--- src/rtl/pgwin_pkg.sv ---
package pgwin_pkg;
  localparam int unsigned APER_W  = 12;
  localparam int unsigned SLOT_W  = 10;
  localparam int unsigned PAGE_W  = 6;
  localparam int unsigned LOG_W   = PAGE_W + SLOT_W;
  localparam int unsigned DATA_W  = 32;
  localparam int unsigned BURST_W = 2;
  localparam int unsigned FUNC_W  = 9;

  localparam logic [APER_W-1:0] SLOT_START = 12'hC00;
  localparam logic [LOG_W-1:0]  CTRL_OFS   = 16'h0808;

  // field positions within the control word
  localparam int unsigned SYS_EN_BIT  = 0;
  localparam int unsigned LINK_EN_BIT = 1;
  localparam int unsigned BURST_LSB   = 4;
  localparam int unsigned PAGE_LSB    = 13;
  localparam int unsigned FUNC_LSB    = 19;

  typedef struct packed {
    logic [FUNC_W-1:0]  func_sel;
    logic [PAGE_W-1:0]  page;
    logic [BURST_W-1:0] burst;
    logic               link_en;
    logic               sys_en;
  } ctrl_t;

  function automatic logic [DATA_W-1:0] ctrl_pack(ctrl_t c);
    logic [DATA_W-1:0] w;
    w = '0;
    w[SYS_EN_BIT]                   = c.sys_en;
    w[LINK_EN_BIT]                  = c.link_en;
    w[BURST_LSB +: BURST_W]         = c.burst;
    w[PAGE_LSB +: PAGE_W]           = c.page;
    w[FUNC_LSB +: FUNC_W]           = c.func_sel;
    return w;
  endfunction

  function automatic ctrl_t ctrl_unpack(logic [DATA_W-1:0] w);
    ctrl_t c;
    c.sys_en   = w[SYS_EN_BIT];
    c.link_en  = w[LINK_EN_BIT];
    c.burst    = w[BURST_LSB +: BURST_W];
    c.page     = w[PAGE_LSB +: PAGE_W];
    c.func_sel = w[FUNC_LSB +: FUNC_W];
    return c;
  endfunction

  function automatic logic [DATA_W-1:0] ctrl_mask();
    ctrl_t ones;
    ones = '1;
    return ctrl_pack(ones);
  endfunction
endpackage

--- src/rtl/pgwin_decode.sv ---
module pgwin_decode
  import pgwin_pkg::*;
(
  input  logic [APER_W-1:0] aper_i,
  input  logic [PAGE_W-1:0] page_i,
  output logic              paged_o,
  output logic [LOG_W-1:0]  log_ofs_o
);
  localparam int unsigned PAD_W = LOG_W - APER_W;

  always_comb begin
    paged_o = (aper_i >= SLOT_START);
    if (paged_o) log_ofs_o = {page_i, aper_i[SLOT_W-1:0]};
    else         log_ofs_o = {{PAD_W{1'b0}}, aper_i};
  end
endmodule

--- src/rtl/pgwin_ctrl.sv ---
module pgwin_ctrl
  import pgwin_pkg::*;
(
  input  logic              clk_i,
  input  logic              rst_ni,
  input  logic              wr_i,
  input  logic [DATA_W-1:0] wdata_i,
  output ctrl_t             ctrl_o,
  output logic [DATA_W-1:0] word_o
);
  ctrl_t ctrl_q;

  always_ff @(posedge clk_i or negedge rst_ni) begin
    if (!rst_ni)   ctrl_q <= '0;
    else if (wr_i) ctrl_q <= ctrl_unpack(wdata_i);
  end

  assign ctrl_o = ctrl_q;
  assign word_o = ctrl_pack(ctrl_q);


  ctrl_hold_chk: assert property (@(posedge clk_i) disable iff (!rst_ni)
    !wr_i |=> $stable(ctrl_q));

  ctrl_load_chk: assert property (@(posedge clk_i) disable iff (!rst_ni)
    wr_i |=> word_o == ($past(wdata_i) & ctrl_mask()));
endmodule

--- src/rtl/pgwin_bank.sv ---
module pgwin_bank
  import pgwin_pkg::*;
#(
  parameter logic [LOG_W-1:0] BASE  = '0,
  parameter int unsigned      WORDS = 8
) (
  input  logic              clk_i,
  input  logic              rst_ni,
  input  logic [LOG_W-1:0]  ofs_i,
  input  logic              wr_i,
  input  logic [DATA_W-1:0] wdata_i,
  output logic              hit_o,
  output logic [DATA_W-1:0] rdata_o
);
  localparam int unsigned IDX_W = (WORDS > 1) ? $clog2(WORDS) : 1;
  localparam logic [LOG_W-1:0] SPAN = LOG_W'(WORDS * 4);

  logic [WORDS-1:0][DATA_W-1:0] mem_q;
  logic [LOG_W-1:0]             diff;
  logic [IDX_W-1:0]             idx;

  // offsets below BASE wrap to large values and miss
  assign diff  = ofs_i - BASE;
  assign hit_o = (diff < SPAN);
  assign idx   = diff[IDX_W+1:2];

  always_ff @(posedge clk_i or negedge rst_ni) begin
    if (!rst_ni)               mem_q      <= '0;
    else if (wr_i && hit_o)    mem_q[idx] <= wdata_i;
  end

  assign rdata_o = hit_o ? mem_q[idx] : '0;


  bank_hold_chk: assert property (@(posedge clk_i) disable iff (!rst_ni)
    !(wr_i && hit_o) |=> $stable(mem_q));
endmodule

--- src/rtl/pgwin_top.sv ---
module pgwin_top
  import pgwin_pkg::*;
#(
  parameter int unsigned            BANK_NUM   = 2,
  parameter int unsigned            BANK_WORDS = 8,
  parameter logic [BANK_NUM-1:0][LOG_W-1:0] BANK_BASE = {16'h4BA0, 16'h0000}
) (
  input  logic              clk_i,
  input  logic              rst_ni,
  input  logic              req_valid_i,
  input  logic              req_write_i,
  input  logic [11:0]       req_addr_i,
  input  logic [31:0]       req_wdata_i,
  output logic              rsp_valid_o,
  output logic [31:0]       rsp_rdata_o,
  output logic              sys_pio_en_o,
  output logic              link_pio_en_o,
  output logic [1:0]        burst_len_o,
  output logic [5:0]        page_o,
  output logic [8:0]        func_sel_o
);
  ctrl_t             ctrl;
  logic [DATA_W-1:0] ctrl_word;
  logic              paged;
  logic [LOG_W-1:0]  log_ofs;
  logic              ctrl_hit, rd_req, wr_req, any_hit;
  logic [BANK_NUM-1:0]             bank_hit;
  logic [BANK_NUM-1:0][DATA_W-1:0] bank_rdata;
  logic [DATA_W-1:0] rd_mux;
  logic              rsp_valid_q;
  logic [DATA_W-1:0] rsp_data_q;

  assign rd_req = req_valid_i && !req_write_i;
  assign wr_req = req_valid_i &&  req_write_i;

  pgwin_decode u_decode (
    .aper_i    (req_addr_i),
    .page_i    (ctrl.page),
    .paged_o   (paged),
    .log_ofs_o (log_ofs)
  );

  assign ctrl_hit = (log_ofs[LOG_W-1:2] == CTRL_OFS[LOG_W-1:2]);

  pgwin_ctrl u_ctrl (
    .clk_i   (clk_i),
    .rst_ni  (rst_ni),
    .wr_i    (wr_req && ctrl_hit),
    .wdata_i (req_wdata_i),
    .ctrl_o  (ctrl),
    .word_o  (ctrl_word)
  );

  for (genvar b = 0; b < BANK_NUM; b++) begin : g_bank
    pgwin_bank #(.BASE(BANK_BASE[b]), .WORDS(BANK_WORDS)) u_bank (
      .clk_i   (clk_i),
      .rst_ni  (rst_ni),
      .ofs_i   (log_ofs),
      .wr_i    (wr_req),
      .wdata_i (req_wdata_i),
      .hit_o   (bank_hit[b]),
      .rdata_o (bank_rdata[b])
    );
  end

  assign any_hit = ctrl_hit || (|bank_hit);

  always_comb begin
    rd_mux = ctrl_hit ? ctrl_word : '0;
    for (int b = 0; b < BANK_NUM; b++) rd_mux |= bank_rdata[b];
  end

  always_ff @(posedge clk_i or negedge rst_ni) begin
    if (!rst_ni) begin
      rsp_valid_q <= 1'b0;
      rsp_data_q  <= '0;
    end else begin
      rsp_valid_q <= rd_req;
      rsp_data_q  <= rd_req ? rd_mux : '0;
    end
  end

  assign rsp_valid_o   = rsp_valid_q;
  assign rsp_rdata_o   = rsp_data_q;
  assign sys_pio_en_o  = ctrl.sys_en;
  assign link_pio_en_o = ctrl.link_en;
  assign burst_len_o   = ctrl.burst;
  assign page_o        = ctrl.page;
  assign func_sel_o    = ctrl.func_sel;


  rd_rsp_chk: assert property (@(posedge clk_i) disable iff (!rst_ni)
    rd_req |=> rsp_valid_o);

  no_spurious_rsp_chk: assert property (@(posedge clk_i) disable iff (!rst_ni)
    !rd_req |=> !rsp_valid_o && rsp_rdata_o == '0);

  unmapped_zero_chk: assert property (@(posedge clk_i) disable iff (!rst_ni)
    rd_req && !any_hit |=> rsp_rdata_o == '0);

  sel_onehot_chk: assert property (@(posedge clk_i) disable iff (!rst_ni)
    $onehot0({ctrl_hit, bank_hit}));

  slot_page_chk: assert property (@(posedge clk_i) disable iff (!rst_ni)
    req_valid_i && paged |-> log_ofs[LOG_W-1:SLOT_W] == page_o);

  direct_map_chk: assert property (@(posedge clk_i) disable iff (!rst_ni)
    req_valid_i && !paged |-> log_ofs[LOG_W-1:APER_W] == '0);
endmodule

--- config.mk ---
export PLATFORM = sky130hd
export DESIGN_NAME = pgwin_top
export DESIGN_NICKNAME = d
export VERILOG_FILES = /design/src/rtl/pgwin_pkg.sv /design/src/rtl/pgwin_decode.sv /design/src/rtl/pgwin_ctrl.sv /design/src/rtl/pgwin_bank.sv /design/src/rtl/pgwin_top.sv
export SDC_FILE = /design/constraint.sdc
export NUM_CORES = 1
export LEC_CHECK = 0
export BUFFER_PORTS_ARGS = -buffer_cell sky130_fd_sc_hd__buf_4
export CAP_MARGIN = 20
export CORE_ASPECT_RATIO = 1.1
export CORE_MARGIN = 3
export CORE_UTILIZATION = 40
export DETAILED_ROUTE_END_ITERATION = 16
export GPL_ROUTABILITY_DRIVEN = 0
export REMOVE_ABC_BUFFERS = 1
export SYNTH_ARGS = -nofsm -noshare
export SYNTH_HDL_FRONTEND = slang
export SYNTH_SLANG_ARGS = --single-unit
--- constraint.sdc ---
create_clock -name clk_i -period 3 [get_ports clk_i]
set_input_delay 0.6 -clock clk_i [delete_from_list [all_inputs] [get_ports clk_i]]
set_output_delay 0.6 -clock clk_i [all_outputs]
set_load 0.005 [all_outputs]
==> results.md, run 1 <==
* Status: completed
* CP max stage cell: or2_1
* # setup viols final at 0
* Final hold violation count at 0
* Vias at 15800
* Worst slew pin tran at 0.884 ns
* Area grow syn2layout at 17.1%
* Layout cells sized above 1 at 0.494
* DRC Markers at 0
* Wirelength, routed at 72300 um
* CP Capture Point: g_bank[0].u_bank.mem_q[246]
* Slew margin rel. at 0.411
* Core ar. at 0.0626 sq mm
* Die width at 246 um
* F_max at 364 MHz
* Reg-to-Reg End: g_bank[0].u_bank.mem_q[246]
* Final core occ at 0.475
* Seq/Total Area, Yosys at 0.556
* Most common flop cell mapped by yosys: dfrtp_1
* Synth cell types at 54
* Post-Syn Instances at 1735
* WP data required at 3.49 ns
* Vias in the first global route at 17100
* Vias per cell at 5.78
* Drt wl/cell at 26.4 um
* CP Launch Type: flip-flop
* Post-synthesis register bit count at 564
* Final Cell Area at 0.0297 sq mm
* Share of synthesized registers carrying an async set or reset at 1.00
* Initial antenna violation count at 1
* Tot Pwr at 15900 uW
* Critical Path Sink Type: flip-flop
* Number of H-tree levels at 2
* Clock Tree Buf Depth at 3
* IO Port Bufs at 97
* Pwr dens at 536 mW/mm^2
* RSZ-0062 raised after global routing: false
* Cell Area, Placed at 0.0278 sq mm
* Number of CTS-inserted buffers at 58
* # rows at 96
* Yosys top cell area share at 0.556
* Placed cells at 2633
* Total I/O pin count at 100
* Crit Path Max Fanout at 25
* CTS tree: done
* Average size of a mapped cell at 14.6 sq um
* Place WS at 0.146 ns
* GRT Total Usage at 0.219
* Post-synth EDFFs at 0
* DR iter-0 viols at 1124
* R2R Path Start: u_ctrl.ctrl_o[9]
* Max VDD drop at 0.494 mV
* Die H at 270 um
* Worst setup path start: u_ctrl.ctrl_o[9]
* Clock sink total at 564
* Reg2reg setup slack at 0.25 ns
* Gr ovfl total at 0
* Period minus WS final at 2.75 ns
* Clock transition at path regs at 0.06 ns
* DP Wirelength at 45100 um
* Worst path cell trace: nor3_1, a31oi_1, or2_1, nor3_4, buf_12, mux2_2
* CTS resizes at 0
* Final Skew at 0.0152 ns
* Worst skew pair latency at 0.62 ns
* Total of max-cap violations at 0
* Crit path largest cell delay at 0.56 ns
* Initial Util at 0.406
* Worst endpoint data arrival time at 3.24 ns
* Most common cell in the synthesized netlist: dfrtp_1
* Crit Path Category: reg -> reg
* Largest net degree at the start of global routing at 87
* First-pass GRT wire length at 110000 um
* Area contributors post-synth: dfrtp_1 (56%), mux2_2 (25%), mux4_2 (3.6%), o221ai_1 (1.7%), mux2_1 (1.6%)
* Final worst slack at 0.250 ns
* Nets at 1910
* Fin crit share at 0.917
* Filler cell count in the final layout at 5374
* R2R cell count at 6
* Leakage Power at 0.0146 uW
* Area leader, netlist: dfrtp_1
* Max Slew Vio Count at 0
* Layout Cells excl Fill at 2741
* Clock root buffer: clkbuf_16
* Final ANT Viol Nets at 0
* Iteration count of the initial detailed-routing pass at 5
* Hold Path Class: in -> reg
* Synthesized area at 0.0254 sq mm
* Die Area at 0.0665 sq mm
* Synth top cells by count: dfrtp_1 (564), mux2_2 (563), o22ai_1 (64)
* Yosys Warn Count at 0
## routing by layer
layer	track usage	vias to the layer above	routed length, um
met5	0	-	0
li1	-	6763	-
met1	0.299	8566	31800
met3	0.0335	138	3230
met2	0.363	366	35300
met4	0.0640	0	2050
## sequential cells by signal, summed over array words and instances (netlist names)
register             cells
g_bank.u_bank.mem_q    512
rsp_rdata_o             32
rsp_valid_o              1
u_ctrl.ctrl_o           19
## power by group
group / total, uW / switching [uW] / internal (uW)
logic: 934 / 619 / 315
clock network: 7330 / 3040 / 4290
registers: 7680 / 25.6 / 7660
## layout make-up
class	count	area, sq um	share of cell area
flip-flops and latches	564	14100	0.475
repair buffers	221	2140	0.0719
clock inverters	17	191	0.00644
well taps	833	1040	0.0351
clock buffers	89	1730	0.0582
inverters	6	22.5	0.000758
diodes	1	2.50	0.0000842
multi-input cells	1010	10500	0.353
## layout by cell type (no fill, tap or decap), drive strengths merged, types with 5 or more instances in the layout
cell / n
nand2: 34
dfrtp: 564
clkbuf: 89
a21oi: 20
a22oi: 5
a2111oi: 6
nor2: 25
clkinv: 11
a2bb2oi: 7
mux2i: 37
mux2: 599
a22o: 6
nor4: 9
inv: 7
o221ai: 49
o32ai: 5
o21ai: 9
nand3: 7
o22ai: 64
buf: 220
mux4: 41
nor2b: 5
a221oi: 8
nor3: 19
a211oi: 5
nand2b: 8
a221o: 16
## cell families after synthesis
logic type	synth area share
multiplexers	0.317
flip-flops	0.556
AO/OA/AOI/OAI	0.0644
buffers and inverters	0.0340
AND/OR/NAND/NOR	0.0279
XOR/XNOR	0.000345
adder cells (fa/ha/maj)	0.000493
## worst min path at each step
| stage | startpoint | to | cells after the start | slack, ns |
|---|---|---|---|---|
| 2_1_floorplan | rst_ni | g_bank[0].u_bank.mem_q[0] | 0 | 0.30 |
| 3_3_place_gp | g_bank[1].u_bank.mem_q[102] | g_bank[1].u_bank.mem_q[102] | 1 | 0.46 |
| 3_5_place_dp | g_bank[0].u_bank.mem_q[229] | g_bank[0].u_bank.mem_q[229] | 1 | 0.47 |
| 4_1_cts | req_wdata_i[7] | g_bank[1].u_bank.mem_q[103] | 2 | 0.30 |
| 5_1_grt | req_wdata_i[31] | g_bank[0].u_bank.mem_q[223] | 2 | 0.33 |
| 6_report | req_wdata_i[28] | g_bank[0].u_bank.mem_q[252] | 2 | 0.34 |
## worst max-delay path: cells and delay by family, from the launching register on
kind	cells	cell delay (ns)
buffers and inverters	1	0.32
AOI/OAI and AO/OA	1	0.14
DFF	1	0.49
and+or+nand+nor	3	1.28
muxes	1	0.38
## timing repair
action	4_1_cts	5_1_grt
setup buffers	0	0
endpoints found under the hold margin	27	0
hold buffers	1	0
## metrics by stage
step	TNS, ns	hold slack (ns)
floorplan	-217.63	0.304
global placement	0	0.462
detailed placement	0	0.469
CTS	0	0.304
global route	0	0.332
finish	0	0.338
No activity file was read; power rests on OpenSTA's default activity.
==> run 2: changes to the inputs <==
SYNTH_HIERARCHICAL = 1   (was default)
==> run 2 against run 1 <==
  * Hold slack gained 0.0017 ns
  * Clock power down 0.7%
  * Worst setup slack got worse by 0.14 ns
  * Sequential cell count unchanged
  * Highest routed layer is now met5
  * Critical path type unchanged
  * Via count increased by 4.9%
==> results.md, run 2 <==
* Status: completed (unchanged)
* Clock root buffer: clkbuf_16 (unchanged)
* Final worst slack at 0.115 ns (was 0.250 ns)
* Final hold violation count at 0 (unchanged)
* Initial Util at 0.406 (about the same)
* Drt wl/cell at 25.9 um (was 26.4 um)
* Period minus WS final at 2.89 ns (was 2.75 ns)
* Pwr dens at 526 mW/mm^2 (was 536 mW/mm^2)
* CP Launch Type: flip-flop (unchanged)
* DP Wirelength at 45200 um (was 45100 um)
* Fin crit share at 0.962 (was 0.917)
* Hold Path Class: in -> reg (unchanged)
* Initial antenna violation count at 2 (was 1)
* Critical Path Sink Type: flip-flop (unchanged)
* F_max at 347 MHz (was 364 MHz)
* DR iter-0 viols at 1073 (was 1124)
* Largest register by flop count: g_bank.u_bank/mem_q (was g_bank.u_bank.mem_q)
* Multi-input logic area at 0.0110 sq mm (was 0.0105 sq mm)
* Core ar. at 0.0640 sq mm (was 0.0626 sq mm)
* Max VDD drop at 0.395 mV (was 0.494 mV)
* Average size of a mapped cell at 14.2 sq um (was 14.6 sq um)
* Filler cell count in the final layout at 5500 (was 5374)
* Final ANT Viol Nets at 0 (unchanged)
* Commonest non-fill, non-tap cell in the layout: dfrtp_1 (unchanged)
* GRT Total Usage at 0.215 (was 0.219)
* Area occupied by registers at 0.0141 sq mm (unchanged)
* Number of CTS-inserted buffers at 59 (was 58)
* WP data required at 3.55 ns (was 3.49 ns)
* Clock Tree Buf Depth at 3 (unchanged)
* Crit Path Category: reg -> reg (unchanged)
* Die Area at 0.0680 sq mm (was 0.0665 sq mm)
* Die H at 273 um (was 270 um)
* Total of max-cap violations at 0 (unchanged)
* Most frequent cells in the layout: dfrtp_1 (564), mux2_2 (448), buf_4 (200), mux2_4 (100), o22ai_1 (81) (was dfrtp_1 (564), mux2_2 (563), buf_4 (181), o22ai_1 (64), clkbuf_16 (59))
* Place WS at -0.254 ns (was 0.146 ns)
* Die width at 249 um (was 246 um)
* Vias at 16600 (was 15800)
* Layout cells sized above 1 at 0.485 (was 0.494)
* DRC Markers at 0 (unchanged)
* Placed cells at 2744 (was 2633)
* Vias in the first global route at 17500 (was 17100)
* Iteration count of the initial detailed-routing pass at 7 (was 5)
* Max FFs per register at 512 (unchanged)
* Worst skew pair latency at 0.63 ns (was 0.62 ns)
* Gr ovfl total at 0 (unchanged)
* Nets at 2014 (was 1910)
* Final core occ at 0.475 (about the same)
* Worst endpoint data arrival time at 3.43 ns (was 3.24 ns)
* Post-Syn Instances at 1829 (was 1735)
* # setup viols final at 0 (unchanged)
* First-pass GRT wire length at 112000 um (was 110000 um)
* Number of H-tree levels at 2 (unchanged)
* Synthesized area at 0.0260 sq mm (was 0.0254 sq mm)
* Total I/O pin count at 100 (unchanged)
* RSZ-0062 raised after global routing: false (unchanged)
* Crit Path Max Fanout at 10 (was 25)
* Layout Cells excl Fill at 2854 (was 2741)
* Clock transition at path regs at 0.06 ns (about the same)
* Max Slew Vio Count at 0 (unchanged)
* Reg2reg setup slack at 0.11 ns (was 0.25 ns)
* Wirelength, routed at 73900 um (was 72300 um)
* Worst slew pin tran at 0.723 ns (was 0.884 ns)
* Leakage Power at 0.0149 uW (was 0.0146 uW)
* Clock sink total at 564 (unchanged)
* Final Skew at 0.0173 ns (was 0.0152 ns)
* IO Port Bufs at 97 (unchanged)
* Vias per cell at 5.82 (was 5.78)
* Largest net degree at the start of global routing at 78 (was 87)
* Area grow syn2layout at 17.1% (about the same)
* Yosys Warn Count at 6 (was 0)
* CTS tree: done (unchanged)
* Slew margin rel. at 0.505 (was 0.411)
* # rows at 97 (was 96)
==> run 2: cell count changes in the layout (fill, tap and decap cells not counted), sizes merged, moves of 17 or more <==
cell,before,now
buf,220,239
mux2,599,576
mux4,41,7
nor4,9,47
o21ai,9,67
o22a,4,40
o22ai,64,81
==> run 2: per-layer routing <==
metal,part of all wire,GRT usage
met4,0.024,0.0604
met2,0.48,0.352
met1,0.44,0.291
met5,0.00027,0
met3,0.057,0.0426
==> run 2: worst paths after layout <==
path | end | startpoint | cells after the start
min in group asynchronous | g_bank[0].u_bank/mem_q[218] | rst_ni | 2
setup / recovery | rsp_rdata_o[12] | u_ctrl/ctrl_o[6] | 8
hold reg to reg | g_bank[0].u_bank/mem_q[157] | g_bank[0].u_bank/mem_q[157] | 1
max in group asynchronous | g_bank[1].u_bank/mem_q[22] | rst_ni | 3
hold / removal | g_bank[0].u_bank/mem_q[93] | req_wdata_i[29] | 2
setup reg to reg | rsp_rdata_o[12] | u_ctrl/ctrl_o[6] | 8
==> run 2: power breakdown <==
| group | leakage, uW | switching [uW] | total (uW) | internal, uW |
|---|---|---|---|---|
| clock | 0.000951 | 3080 | 7280 | 4210 |
| sequential | 0.00787 | 32.1 | 7700 | 7670 |
| combinational | 0.00608 | 653 | 1010 | 354 |
| total | 0.0149 | 3760 | 16000 | 12200 |
==> run 2: layout make-up <==
cell class,count,share of cell area
multi-input cells,1092,0.361
inverters,8,0.000988
flip-flops and latches,564,0.464
repair buffers,240,0.0752
clock buffers,89,0.0579
well taps,841,0.0346
diodes,1,0.0000823
clock inverters,19,0.00576
==> run 2: critical path, stage by stage, from the launching register on <==
cell	delay [ns]
dfrtp_1	0.42
and3_2	0.24
or4_1	0.55
or3_1	0.42
buf_12	0.18
a2111oi_0	0.59
buf_4	0.23
o21ai_1	0.09
o21ai_2	0.08
==> run 2: repair_timing <==
action	CTS	global route
setup endpoints to repair	1	7
endpoints found under the hold margin	5	0
hold buffers	1	0
buffers inserted	0	0
resized for setup	1	4
==> run 2: stage by stage <==
step	hold slack [ns]	total power [uW]	TNS, ns	cell area, sq um
2_1_floorplan	0.304	8180	-371.74	25000
3_3_place_gp	0.461	8820	-1.20	28400
3_5_place_dp	0.473	8840	-1.22	28400
4_1_cts	0.307	16100	0	30400
5_1_grt	0.331	16500	0	30400
6_report	0.340	16000	0	30400
